$ cat config.mk
export PLATFORM = sky130hd
export DESIGN_NAME = tmr16_multimode
export DESIGN_NICKNAME = d
export VERILOG_FILES = /design/src/rtl/tmr16_pkg.sv /design/src/rtl/tmr16_ctrl.sv /design/src/rtl/tmr16_dp.sv /design/src/rtl/tmr16_multimode.sv
export SDC_FILE = /design/constraint.sdc
export NUM_CORES = 1
export LEC_CHECK = 0
export CAP_MARGIN = 30
export CORE_MARGIN = 5
export CORE_UTILIZATION = 27
export CTS_CLUSTER_SIZE = 25
export DETAILED_ROUTE_END_ITERATION = 16
export DONT_BUFFER_PORTS = 1
export GPL_TIMING_DRIVEN = 0
export SLEW_MARGIN = 30
export SYNTH_ARGS = -nofsm -noshare
export SYNTH_HDL_FRONTEND = slang
export SYNTH_SLANG_ARGS = --single-unit
$ cat constraint.sdc
create_clock -name clk -period 3.45 [get_ports clk]
set_input_delay 0.345 -clock clk [delete_from_list [all_inputs] [get_ports clk]]
set_output_delay 0.345 -clock clk [all_outputs]
set_load 0.02 [all_outputs]
$ cat src/rtl/tmr16_pkg.sv
package tmr16_pkg;
  localparam int CNT_W  = 16;
  localparam int BYTE_W = 8;
  localparam int ADDR_W = 3;

  localparam logic [ADDR_W-1:0] A_CTRL   = 3'd0;
  localparam logic [ADDR_W-1:0] A_AUX    = 3'd1;
  localparam logic [ADDR_W-1:0] A_CNT_LO = 3'd2;
  localparam logic [ADDR_W-1:0] A_CNT_HI = 3'd3;
  localparam logic [ADDR_W-1:0] A_RC_LO  = 3'd4;
  localparam logic [ADDR_W-1:0] A_RC_HI  = 3'd5;

  // control byte fields
  localparam int B_OVF  = 7;
  localparam int B_EXT  = 6;
  localparam int B_RXS  = 5;
  localparam int B_TXS  = 4;
  localparam int B_EXEN = 3;
  localparam int B_RUN  = 2;
  localparam int B_CSEL = 1;
  localparam int B_CAP  = 0;

  // aux byte fields
  localparam int B_CLKOE = 0;
  localparam int B_DIREN = 1;
  localparam logic [BYTE_W-1:0] AUX_MASK = 8'h03;

  typedef enum logic [2:0] {
    MODE_OFF,
    MODE_RELOAD,
    MODE_CAPT,
    MODE_CLKO,
    MODE_BAUD
  } mode_e;

  typedef struct packed {
    logic inc;
    logic dec;
    logic loadRc;
    logic loadMax;
    logic capture;
    logic toggleOut;
  } dpStrobe_t;
endpackage

$ cat src/rtl/tmr16_ctrl.sv
module tmr16_ctrl
  import tmr16_pkg::*;
#(
  parameter int SYNC_STAGES = 2
) (
  input  logic              clk,
  input  logic              rstN,
  input  logic              regWe,
  input  logic [ADDR_W-1:0] regAddr,
  input  logic [BYTE_W-1:0] regWdata,
  input  logic              tickEn,
  input  logic              cntPin,
  input  logic              trigPin,
  input  logic              altOvf,
  input  logic              cntAtMax,
  input  logic              cntAtRc,
  output logic [BYTE_W-1:0] ctrlReg,
  output logic [BYTE_W-1:0] auxReg,
  output dpStrobe_t         strobe,
  output logic              irq,
  output logic              rxTick,
  output logic              txTick
);
  localparam int NPIN   = 2;
  localparam int P_CNT  = 0;
  localparam int P_TRIG = 1;

  logic [NPIN-1:0] pinIn;
  logic [NPIN-1:0] pinLvl;
  logic [NPIN-1:0] pinFall;
  assign pinIn = {trigPin, cntPin};

  // synchronizer plus one history stage for fall detection, per pin
  for (genvar g = 0; g < NPIN; g++) begin : gSync
    logic [SYNC_STAGES:0] sh;
    always_ff @(posedge clk) begin
      if (!rstN) sh <= '1;
      else       sh <= {sh[SYNC_STAGES-1:0], pinIn[g]};
    end
    assign pinLvl[g]  = sh[SYNC_STAGES-1];
    assign pinFall[g] = sh[SYNC_STAGES] & ~sh[SYNC_STAGES-1];
  end

  logic  ctrlWe, auxWe;
  logic  run, rxSel, txSel, extEn, srcSel, capSel, clkOe, dirEn;
  mode_e mode;
  logic  stepEvt, countUp, ovfEvt, extQual, extEvt, extReload, setOvf;

  assign ctrlWe = regWe && (regAddr == A_CTRL);
  assign auxWe  = regWe && (regAddr == A_AUX);
  assign run    = ctrlReg[B_RUN];
  assign rxSel  = ctrlReg[B_RXS];
  assign txSel  = ctrlReg[B_TXS];
  assign extEn  = ctrlReg[B_EXEN];
  assign srcSel = ctrlReg[B_CSEL];
  assign capSel = ctrlReg[B_CAP];
  assign clkOe  = auxReg[B_CLKOE];
  assign dirEn  = auxReg[B_DIREN];

  always_comb begin
    if (!run)                mode = MODE_OFF;
    else if (rxSel || txSel) mode = MODE_BAUD;
    else if (capSel)         mode = MODE_CAPT;
    else if (clkOe)          mode = MODE_CLKO;
    else                     mode = MODE_RELOAD;
  end

  assign stepEvt   = run && (srcSel ? pinFall[P_CNT] : tickEn);
  assign countUp   = !((mode == MODE_RELOAD) && dirEn && !pinLvl[P_TRIG]);
  assign ovfEvt    = stepEvt && (countUp ? cntAtMax : cntAtRc);
  assign extQual   = extEn && ((mode == MODE_CAPT) || (mode == MODE_RELOAD) ||
                               (mode == MODE_BAUD));
  assign extEvt    = extQual && pinFall[P_TRIG];
  assign extReload = extEvt && (mode == MODE_RELOAD) && !dirEn;
  assign setOvf    = ovfEvt && ((mode == MODE_CAPT) || (mode == MODE_RELOAD));

  always_comb begin
    strobe = '0;
    if (extReload) begin
      strobe.loadRc = 1'b1;
    end else if (stepEvt) begin
      if (!countUp) begin
        if (cntAtRc) strobe.loadMax = 1'b1;
        else         strobe.dec     = 1'b1;
      end else if (cntAtMax && (mode != MODE_CAPT)) begin
        strobe.loadRc = 1'b1;
      end else begin
        strobe.inc = 1'b1;
      end
    end
    strobe.capture   = extEvt && (mode == MODE_CAPT);
    strobe.toggleOut = ovfEvt && (mode == MODE_CLKO);
  end

  always_ff @(posedge clk) begin
    if (!rstN) begin
      ctrlReg <= '0;
      auxReg  <= '0;
    end else begin
      if (ctrlWe) ctrlReg <= regWdata;
      // hardware set takes priority over a clearing write in the same cycle
      if (setOvf) ctrlReg[B_OVF] <= 1'b1;
      if (extEvt) ctrlReg[B_EXT] <= 1'b1;
      if (auxWe)  auxReg <= regWdata & AUX_MASK;
    end
  end

  assign irq    = ctrlReg[B_OVF] | ctrlReg[B_EXT];
  assign rxTick = rxSel ? ovfEvt : altOvf;
  assign txTick = txSel ? ovfEvt : altOvf;

  // overflow flag rises without a write only from a counting mode
  a_r4_ovf_from_counting_mode: assert property (@(posedge clk) disable iff (!rstN)
    ($rose(ctrlReg[B_OVF]) && !$past(ctrlWe)) |->
      $past((mode == MODE_CAPT) || (mode == MODE_RELOAD)));

  // external flag rises without a write only with the edge enable in a qualifying mode
  a_r10_ext_needs_enable: assert property (@(posedge clk) disable iff (!rstN)
    ($rose(ctrlReg[B_EXT]) && !$past(ctrlWe)) |->
      $past(extEn && (mode != MODE_CLKO) && (mode != MODE_OFF)));

  // at most one counter action is requested per cycle
  a_r2_single_counter_action: assert property (@(posedge clk) disable iff (!rstN)
    $onehot0({strobe.inc, strobe.dec, strobe.loadRc, strobe.loadMax}));
endmodule

$ cat src/rtl/tmr16_dp.sv
module tmr16_dp
  import tmr16_pkg::*;
(
  input  logic              clk,
  input  logic              rstN,
  input  logic              regWe,
  input  logic [ADDR_W-1:0] regAddr,
  input  logic [BYTE_W-1:0] regWdata,
  input  dpStrobe_t         strobe,
  output logic [CNT_W-1:0]  cnt,
  output logic [CNT_W-1:0]  rc,
  output logic              cntAtMax,
  output logic              cntAtRc,
  output logic              clkOut
);
  logic cntWe, rcWe, anyCntOp;

  assign cntWe    = regWe && ((regAddr == A_CNT_LO) || (regAddr == A_CNT_HI));
  assign rcWe     = regWe && ((regAddr == A_RC_LO) || (regAddr == A_RC_HI));
  assign anyCntOp = strobe.inc | strobe.dec | strobe.loadRc | strobe.loadMax;

  always_ff @(posedge clk) begin
    if (!rstN) begin
      cnt <= '0;
    end else if (cntWe) begin
      if (regAddr == A_CNT_LO) cnt[BYTE_W-1:0]     <= regWdata;
      else                     cnt[CNT_W-1:BYTE_W] <= regWdata;
    end else if (strobe.loadRc) begin
      cnt <= rc;
    end else if (strobe.loadMax) begin
      cnt <= '1;
    end else if (strobe.inc) begin
      cnt <= cnt + 1'b1;
    end else if (strobe.dec) begin
      cnt <= cnt - 1'b1;
    end
  end

  always_ff @(posedge clk) begin
    if (!rstN) begin
      rc <= '0;
    end else if (rcWe) begin
      if (regAddr == A_RC_LO) rc[BYTE_W-1:0]     <= regWdata;
      else                    rc[CNT_W-1:BYTE_W] <= regWdata;
    end else if (strobe.capture) begin
      rc <= cnt;
    end
  end

  always_ff @(posedge clk) begin
    if (!rstN)                 clkOut <= 1'b0;
    else if (strobe.toggleOut) clkOut <= ~clkOut;
  end

  assign cntAtMax = &cnt;
  assign cntAtRc  = (cnt == rc);

  // the counter holds unless a strobe or a write moves it
  a_r3_hold_without_strobe: assert property (@(posedge clk) disable iff (!rstN)
    (!$past(anyCntOp) && !$past(cntWe)) |-> $stable(cnt));

  // a capture stores the count seen in the capture cycle
  a_r5_capture_copies_count: assert property (@(posedge clk) disable iff (!rstN)
    ($past(strobe.capture) && !$past(rcWe)) |-> (rc == $past(cnt)));

  // the clock-out pin moves only on a toggle strobe
  a_r8_toggle_only_on_strobe: assert property (@(posedge clk) disable iff (!rstN)
    (clkOut != $past(clkOut)) |-> $past(strobe.toggleOut));
endmodule

$ cat src/rtl/tmr16_multimode.sv
module tmr16_multimode
  import tmr16_pkg::*;
(
  input  logic       clk,
  input  logic       rstN,
  input  logic       regWe,
  input  logic [2:0] regAddr,
  input  logic [7:0] regWdata,
  output logic [7:0] regRdata,
  input  logic       tickEn,
  input  logic       cntPin,
  input  logic       trigPin,
  input  logic       altOvf,
  output logic       irq,
  output logic       rxTick,
  output logic       txTick,
  output logic       clkOutPin
);
  dpStrobe_t         strobe;
  logic [BYTE_W-1:0] ctrlReg, auxReg;
  logic [CNT_W-1:0]  cnt, rc;
  logic              cntAtMax, cntAtRc;

  tmr16_ctrl #(.SYNC_STAGES(2)) uCtrl (
    .clk(clk), .rstN(rstN), .regWe(regWe), .regAddr(regAddr), .regWdata(regWdata),
    .tickEn(tickEn), .cntPin(cntPin), .trigPin(trigPin), .altOvf(altOvf),
    .cntAtMax(cntAtMax), .cntAtRc(cntAtRc), .ctrlReg(ctrlReg), .auxReg(auxReg),
    .strobe(strobe), .irq(irq), .rxTick(rxTick), .txTick(txTick)
  );

  tmr16_dp uDp (
    .clk(clk), .rstN(rstN), .regWe(regWe), .regAddr(regAddr), .regWdata(regWdata),
    .strobe(strobe), .cnt(cnt), .rc(rc), .cntAtMax(cntAtMax), .cntAtRc(cntAtRc),
    .clkOut(clkOutPin)
  );

  // read decode
  always_comb begin
    case (regAddr)
      A_CTRL:   regRdata = ctrlReg;
      A_AUX:    regRdata = auxReg;
      A_CNT_LO: regRdata = cnt[BYTE_W-1:0];
      A_CNT_HI: regRdata = cnt[CNT_W-1:BYTE_W];
      A_RC_LO:  regRdata = rc[BYTE_W-1:0];
      A_RC_HI:  regRdata = rc[CNT_W-1:BYTE_W];
      default:  regRdata = '0;
    endcase
  end
endmodule

==> metrics.md, run 1 <==
| Metric | Value |
|---|---|
| Status | finished clean |
| Crit. Startpoint | uCtrl.auxReg[0] |
| CTS sink cnt | 49 |
| Critical path, cell by cell | or3_1 > or4_4 > a21boi_4 > nand2_8 > inv_1 > fa_2 > nor2b_2 > o31a_1 > o21ai_2 > o21a_1 > and3_1 > o311a_1 |
| WS Path Type | flip-flop to flip-flop |
| Core Area | 13100 um^2 |
| Hold endpoint | uCtrl.gSync[0].sh[0] |
| Tot GR Track Use | 0.151 |
| Vert. Die Dim | 125 um |
| Period utilisation layout | 0.952 |
| Post-Synth XOR/XNOR Area | 0.0657 |
| Layout cells sized above 1 | 0.0758 |
| Dpl hpwl | 9560 um |
| Vias/cell | 5.71 |
| Post-route worst setup slack | 166 ps |
| Syn nets | 485 |
| Max Slew Vio Count | 0 |
| Post-Synthesis Cells | 450 |
| RR Startpoint | uCtrl.auxReg[0] |
| Pwr Total | 1.57 mW |
| Area of the multi-input gates | 2540 um^2 |
| Area Overhead vs Synth | 13.5% |
| Post-synthesis cell area | 3600 um^2 |
| Setup Skew | 6.64 ps |
| Worst VDD drop | 0.000197 V |
| Synth Area in Compound Gates | 0.294 |
| Combinational family with the most area after synthesis | compound AO/OA/AOI/OAI gates |
| Post-synth EDFFs | 0 |
| Worst slew margin | 0.545 |
| First-pass GRT wire length | ~19000 um |
| Share of the synthesized area in the top cell type | 0.273 |
| Vias in the first global route | 3423 |
| CTS tree | done |
| Max clock buf depth | 2 |
| Vias | between 3000 and 4000 |
| Worst Tran Pin Value | 675 ps |
| Largest net degree at the start of global routing | 15 |
| Post-synthesis mux area share | 0.0567 |
| Top post-synthesis cells by count | a21oi_1, dfxtp_1, nand2_1 |
| Clock Pin Slew Worst Setup and Hold Paths | 60 ps |
| Tmin final | between 3000 and 4000 ps |
| Hold depth | 1 |
| Crit-path max FO | 7 |
| Global route overflow | 0 |
| Max-cap violations | 0 |
| Top-count cell post-synth | a21oi_1 |
| Sequential Area | approximately 980 um^2 |
| Seq cells post-synth | 49 |
| Die Area | 15700 um^2 |
| Worst EP required | 3630 ps |
| Arrival time worst endpoint | 3470 ps |
| Initial Util | 0.274 |
| Wire length per cell | 19.3 um |
| Main flop type after synthesis | dfxtp_1 |
| Area contributors post-synth | dfxtp_1, a21oi_1, ha_1, nand2_1, mux2i_1 |
| Synth warnings | 0 |
| Antenna cells | 0 |
| Synth cell types | 56 |
| Setup Slack @ Placement | -401 ps |
| DR pass1 iterations | 5 |
| Critical R2R Capture | uDp.cnt[12] |
| WHS | ~150 ps |
| Min-delay src | cntPin |
| Maximum clock rate | 305 MHz |
| Setup violators final | 0 |
| Post-CTS Hold Buffers | 0 |
| # DRC | 0 |
| Worst skew pair latency | approximately 290 ps |
| Die Width | 125 um |
| IO buf count | 0 |
| Ys async rst share | 0 |
| I/O pin cnt | 30 |
| Crit-path slowest cell | or4_4 |
| Crit path capture type | flip-flop |
| Final Hold Viols | 0 |
| Final ANT Viol Nets | 0 |
| Initial antenna violation count | 0 |
| Iter 0 DRT Violations | between 400 and 500 |
| Post-synth top area cell | dfxtp_1 |
| Synth Area in Adders | 0.0612 |
| Total Wirelength | approximately 12000 um |
| Net count, final | 497 |
| Row count | 42 |
| RSZ-0062 raised after global routing | false |
| Post-synthesis sequential area ratio | 0.273 |
| CP max stage delay | 530 ps |
| Number of CTS-inserted buffers | 5 |
| Cell leakage power | ~1.7 nW |
| CTS root buf | clkbuf_16 |
| Post-Synth Simple-Gate Area | 0.213 |
| Flop2flop setup slack | 170 ps |
| Filler cell count | 1394 |
| H-tree Lvls | 2 |
| Routability-driven placement congestion ratio | 0.934 |
| Pwr dens | 384 nW/um^2 |
| FF-to-FF path depth | 12 |
| Mean area per synthesized cell | 7.99 um^2 |
| Critical path launch point type | flip-flop |
| HP Class | input port to flip-flop |
==> stage by stage <==
stage	cell area (um^2)	instances	setup TNS (ps)	util
2_1_floorplan	3600	450	0	-
3_3_place_gp	3820	626	-1480	0.291
3_5_place_dp	3820	626	-1850	0.291
4_1_cts	4030	636	0	0.306
5_1_grt	4080	638	0	0.311
6_report	4080	638	0	0.311
==> flip-flops by register name, summed over array words and instances (netlist names) <==
name and count:
uDp.cnt 16, uDp.rc 16, uCtrl.ctrlReg 8, uCtrl.gSync.sh 6, uCtrl.auxReg 2, uDp.clkOut 1
==> layout make-up <==
| class | instances | share of cell area |
|---|---|---|
| plain buffers | 26 | 0.0251 |
| clock buffers | 5 | 0.0306 |
| clock inverters | 2 | 0.00858 |
| inverters | 7 | 0.00644 |
| multi-input cells | 367 | 0.623 |
| flip-flops and latches | 49 | 0.241 |
| well taps | 176 | 0.0539 |
| repair buffers | 6 | 0.0110 |
==> placed cells by master, fill, tap and decap left out, types with 10 or more instances in the layout <==
cell	instances
o21ai_0	24
o221ai_1	11
clkbuf_1	21
nand2_1	45
o211a_1	16
xnor2_1	17
nor2b_1	14
dfxtp_1	47
ha_1	15
a31oi_1	15
and3_1	10
nor2_1	22
xor2_1	10
a21oi_1	48
mux2i_1	17
==> critical path, delay by kind of cell, from the launching register on <==
family / cells / cell delay (ps)
AND/OR/NAND/NOR: 5 / 1330
AO/OA/AOI/OAI: 5 / 1050
adder cells (fa/ha/maj): 1 / 370
flip-flops: 1 / 350
buffers and inverters: 1 / 60
==> timing repair <==
item                                    CTS  global route
gates resized for setup                   5            11
buffers inserted                          4             2
cloned                                    0             0
endpoints found under the setup margin   10             6
pin swaps                                 5             4
==> per-layer routing <==
layer	share of wire	track usage
met1	0.43	0.203
met2	0.46	0.244
met3	0.083	0.0273
met4	0.025	0.0510
met5	0	0
==> cell families after synthesis <==
kind of cell / count (synthesis)
DFF: 49
buffers and inverters: 34
adders and majority gates: 17
muxes: 20
AOI/OAI and AO/OA: 158
xor gates and xnor gates: 27
and+or+nand+nor: 145
==> how the worst max path moves through the flow <==
stage / to / slack [ps] / cells after the start
floorplan: uDp.cnt[12] / 110 / 13
global placement: uDp.cnt[12] / -330 / 14
detailed placement: uDp.cnt[12] / -400 / 14
CTS: uDp.cnt[12] / 80 / 12
global route: uDp.cnt[13] / 4 / 13
finish: uDp.cnt[12] / 170 / 12
==> power breakdown <==
group	internal [mW]	total, mW	switching, mW
Clock	0.337	0.551	0.214
Sequential	0.589	0.631	0.0427
Combinational	0.165	0.384	0.219
No activity file was read; power rests on OpenSTA's default activity.
==> run 2, diff against run 1 <==
--- a/config.mk
+++ b/config.mk
@@ -7,11 +7,12 @@
 export LEC_CHECK = 0
 export CAP_MARGIN = 30
 export CORE_MARGIN = 5
-export CORE_UTILIZATION = 27
+export CORE_UTILIZATION = 50
 export CTS_CLUSTER_SIZE = 25
 export DETAILED_ROUTE_END_ITERATION = 16
 export DONT_BUFFER_PORTS = 1
 export GPL_TIMING_DRIVEN = 0
+export PLACE_DENSITY = 0.68
 export SLEW_MARGIN = 30
 export SYNTH_ARGS = -nofsm -noshare
 export SYNTH_HDL_FRONTEND = slang
==> run 2 against run 1 <==
Clock skew fell by 0.95 ps. Die area down 43%. Register-to-register slack lost 40 ps. Sequential power barely moved. Combinational power up 5.7%. Power fell by 10%. Clock power is 32% lower. Via count grew 3.9%. Sequential share of layout area rose by 0.44 points. Global-route usage grew 12 points. Critical endpoint unchanged.
==> metrics.md, run 2 (synthesis gave the netlist of run 1 again) <==
| Metric | Value |
|---|---|
| WS Path Type | flip-flop to flip-flop |
| Die Width | 94.8 um |
| Vert. Die Dim | 94.8 um |
| Wire length per cell | 21.5 um |
| Net count, final | 504 |
| Setup Skew | 5.69 ps |
| Pwr dens | about 350 nW/um^2 |
| Period utilisation layout | 0.962 |
| Cell leakage power | 1.68 nW |
| Crit path capture type | flip-flop |
| Crit-path max FO | 7 |
| Number of CTS-inserted buffers | 5 |
| Die Area | roughly 9000 um^2 |
| Worst Tran Pin Value | 681 ps |
| Clock Pin Slew Worst Setup and Hold Paths | 100 ps |
| Pwr Total | approximately 1.4 mW |
| Area Overhead vs Synth | 11.8% |
| CP Buf/Inv Count | 2 |
| Setup Slack @ Placement | -379 ps |
| Status | finished clean |
| Worst skew pair latency | 310 ps |
| Initial Util | 0.504 |
| Regs by FF count | uDp.cnt: 16 flops, uDp.rc: 16 flops, uCtrl.ctrlReg: 8 flops |
| Vias | 3786 |
| CTS tree | done |
| Final ANT Viol Nets | 0 |
| First-pass GRT wire length | 18300 um |
| Critical path launch point type | flip-flop |
| Vias/cell | 6.65 |
| Commonest non-fill, non-tap cell in the layout | dfxtp_1 |
| HP Class | input port to flip-flop |
| Core Area | 7140 um^2 |
| # DRC | 0 |
| Tot GR Track Use | 0.266 |
| Tmin final | 3320 ps |
| Dpl hpwl | 8920 um |
| DR pass1 iterations | 5 |
| Crit-path slowest cell | or4_4 |
| Largest net degree at the start of global routing | 18 |
| Maximum clock rate | 301 MHz |
| Antenna cells | 0 |
| CP max stage delay | 420 ps |
| Final Hold Viols | 0 |
| Total Wirelength | 12200 um |
| Filler cell count | about 710 |
| Routability-driven placement congestion ratio | 0.930 |
| CP delay by family, top | simple AND/OR/NAND/NOR gates |
| Max clock buf depth | 2 |
| Commonest cells after routing, fill and taps aside | dfxtp_1, a21oi_1, nand2_1 |
| Post-route worst setup slack | 130 ps |
| WHS | 127 ps |
| Max-cap violations | 0 |
| Vias in the first global route | 3415 |
| I/O pin cnt | 30 |
| Worst slew margin | 0.542 |
| Initial antenna violation count | 0 |
| IO buf count | 0 |
| Worst VDD drop | ~0.00015 V |
| Post-CTS Hold Buffers | 0 |
| Critical path, cell by cell | or3_1 > or4_4 > buf_6 > a21boi_4 > nand2_4 > inv_2 > fa_2 > nor2b_2 > o31a_1 > o21ai_2 > o21a_1 > and3_4 > o311a_1 |
| Worst EP required | about 3700 ps |
| Global route overflow | 0 |
| Iter 0 DRT Violations | between 400 and 500 |
| CTS sink cnt | 49 |
| Max Slew Vio Count | 0 |
| Arrival time worst endpoint | 3530 ps |
| H-tree Lvls | 2 |
| Setup violators final | 0 |
| CTS root buf | clkbuf_8 |
| Layout cells sized above 1 | 0.109 |
| Row count | 31 |
==> run 2: changes by cell type in the layout (fill, tap and decap cells not counted), moves of 2 or more <==
cell        change
clkbuf_16       -5
ha_2            +2
clkinvlp_4      +2
a21oi_1         -2
buf_6           +3
ha_1            -4
a21oi_2         +2
clkbuf_8        +5
buf_4           +4
ha_4            +2
==> run 2: what timing repair did <==
item | 4_1_cts | 5_1_grt
pin swaps | 4 | 13
hold endpoints to repair | 0 | 0
buffers inserted | 5 | 7
setup endpoints to repair | 8 | 8
gates resized for setup | 7 | 23
gates cloned | 0 | 0
==> run 2: worst register-to-register path, cell delays in order (launching register included) <==
cell and delay (ps):
dfxtp_4 370, or3_1 360, or4_4 420, buf_6 150, a21boi_4 150, nand2_4 170
inv_2 60, fa_2 370, nor2b_2 140, o31a_1 170, o21ai_2 90, o21a_1 240
and3_4 190, o311a_1 350
==> run 2: layout make-up <==
type | count | area [um^2] | area share
Sequential cell | 49 | 986 | 0.245
Timing Repair Buffer | 12 | 97.6 | 0.0243
Multi-Input combinational cell | 367 | 2580 | 0.641
Clock inverter | 3 | 26.3 | 0.00654
Clock buffer | 5 | 68.8 | 0.0171
Inverter | 7 | 26.3 | 0.00654
Buffer | 27 | 114 | 0.0283
Tap cell | 99 | 124 | 0.0308
==> run 2: final timing paths <==
check	from	endpoint	slack, ps	cells after the start
worst max-delay path	uCtrl.auxReg[0]	uDp.cnt[12]	130	13
worst min register to register	uCtrl.gSync[1].sh[0]	uCtrl.gSync[1].sh[1]	430	1
worst max register to register	uCtrl.auxReg[0]	uDp.cnt[12]	130	13
worst min-delay path	cntPin	uCtrl.gSync[0].sh[0]	130	1
==> run 2: through the flow <==
step	std cells	util	cell area, um^2	setup TNS [ps]
finish	569	0.563	4020	0
global route	569	0.563	4020	-151
CTS	562	0.543	3880	0
detailed placement	549	0.522	3720	-1560
global placement	549	0.522	3720	-1340
floorplan	450	-	3600	0
==> run 2: power breakdown <==
group,internal [mW],leakage [nW],switching [mW]
Combinational,0.183,1.24,0.223
Sequential,0.588,0.401,0.0421
Clock,0.148,0.0423,0.225
Total,0.919,1.68,0.490
==> run 2: routing by layer <==
layer | routed length [um] | GRT usage
met5 | 0 | 0
met4 | 518 | 0.102
met3 | 1150 | 0.0558
met2 | 5420 | 0.409
met1 | 5130 | 0.364
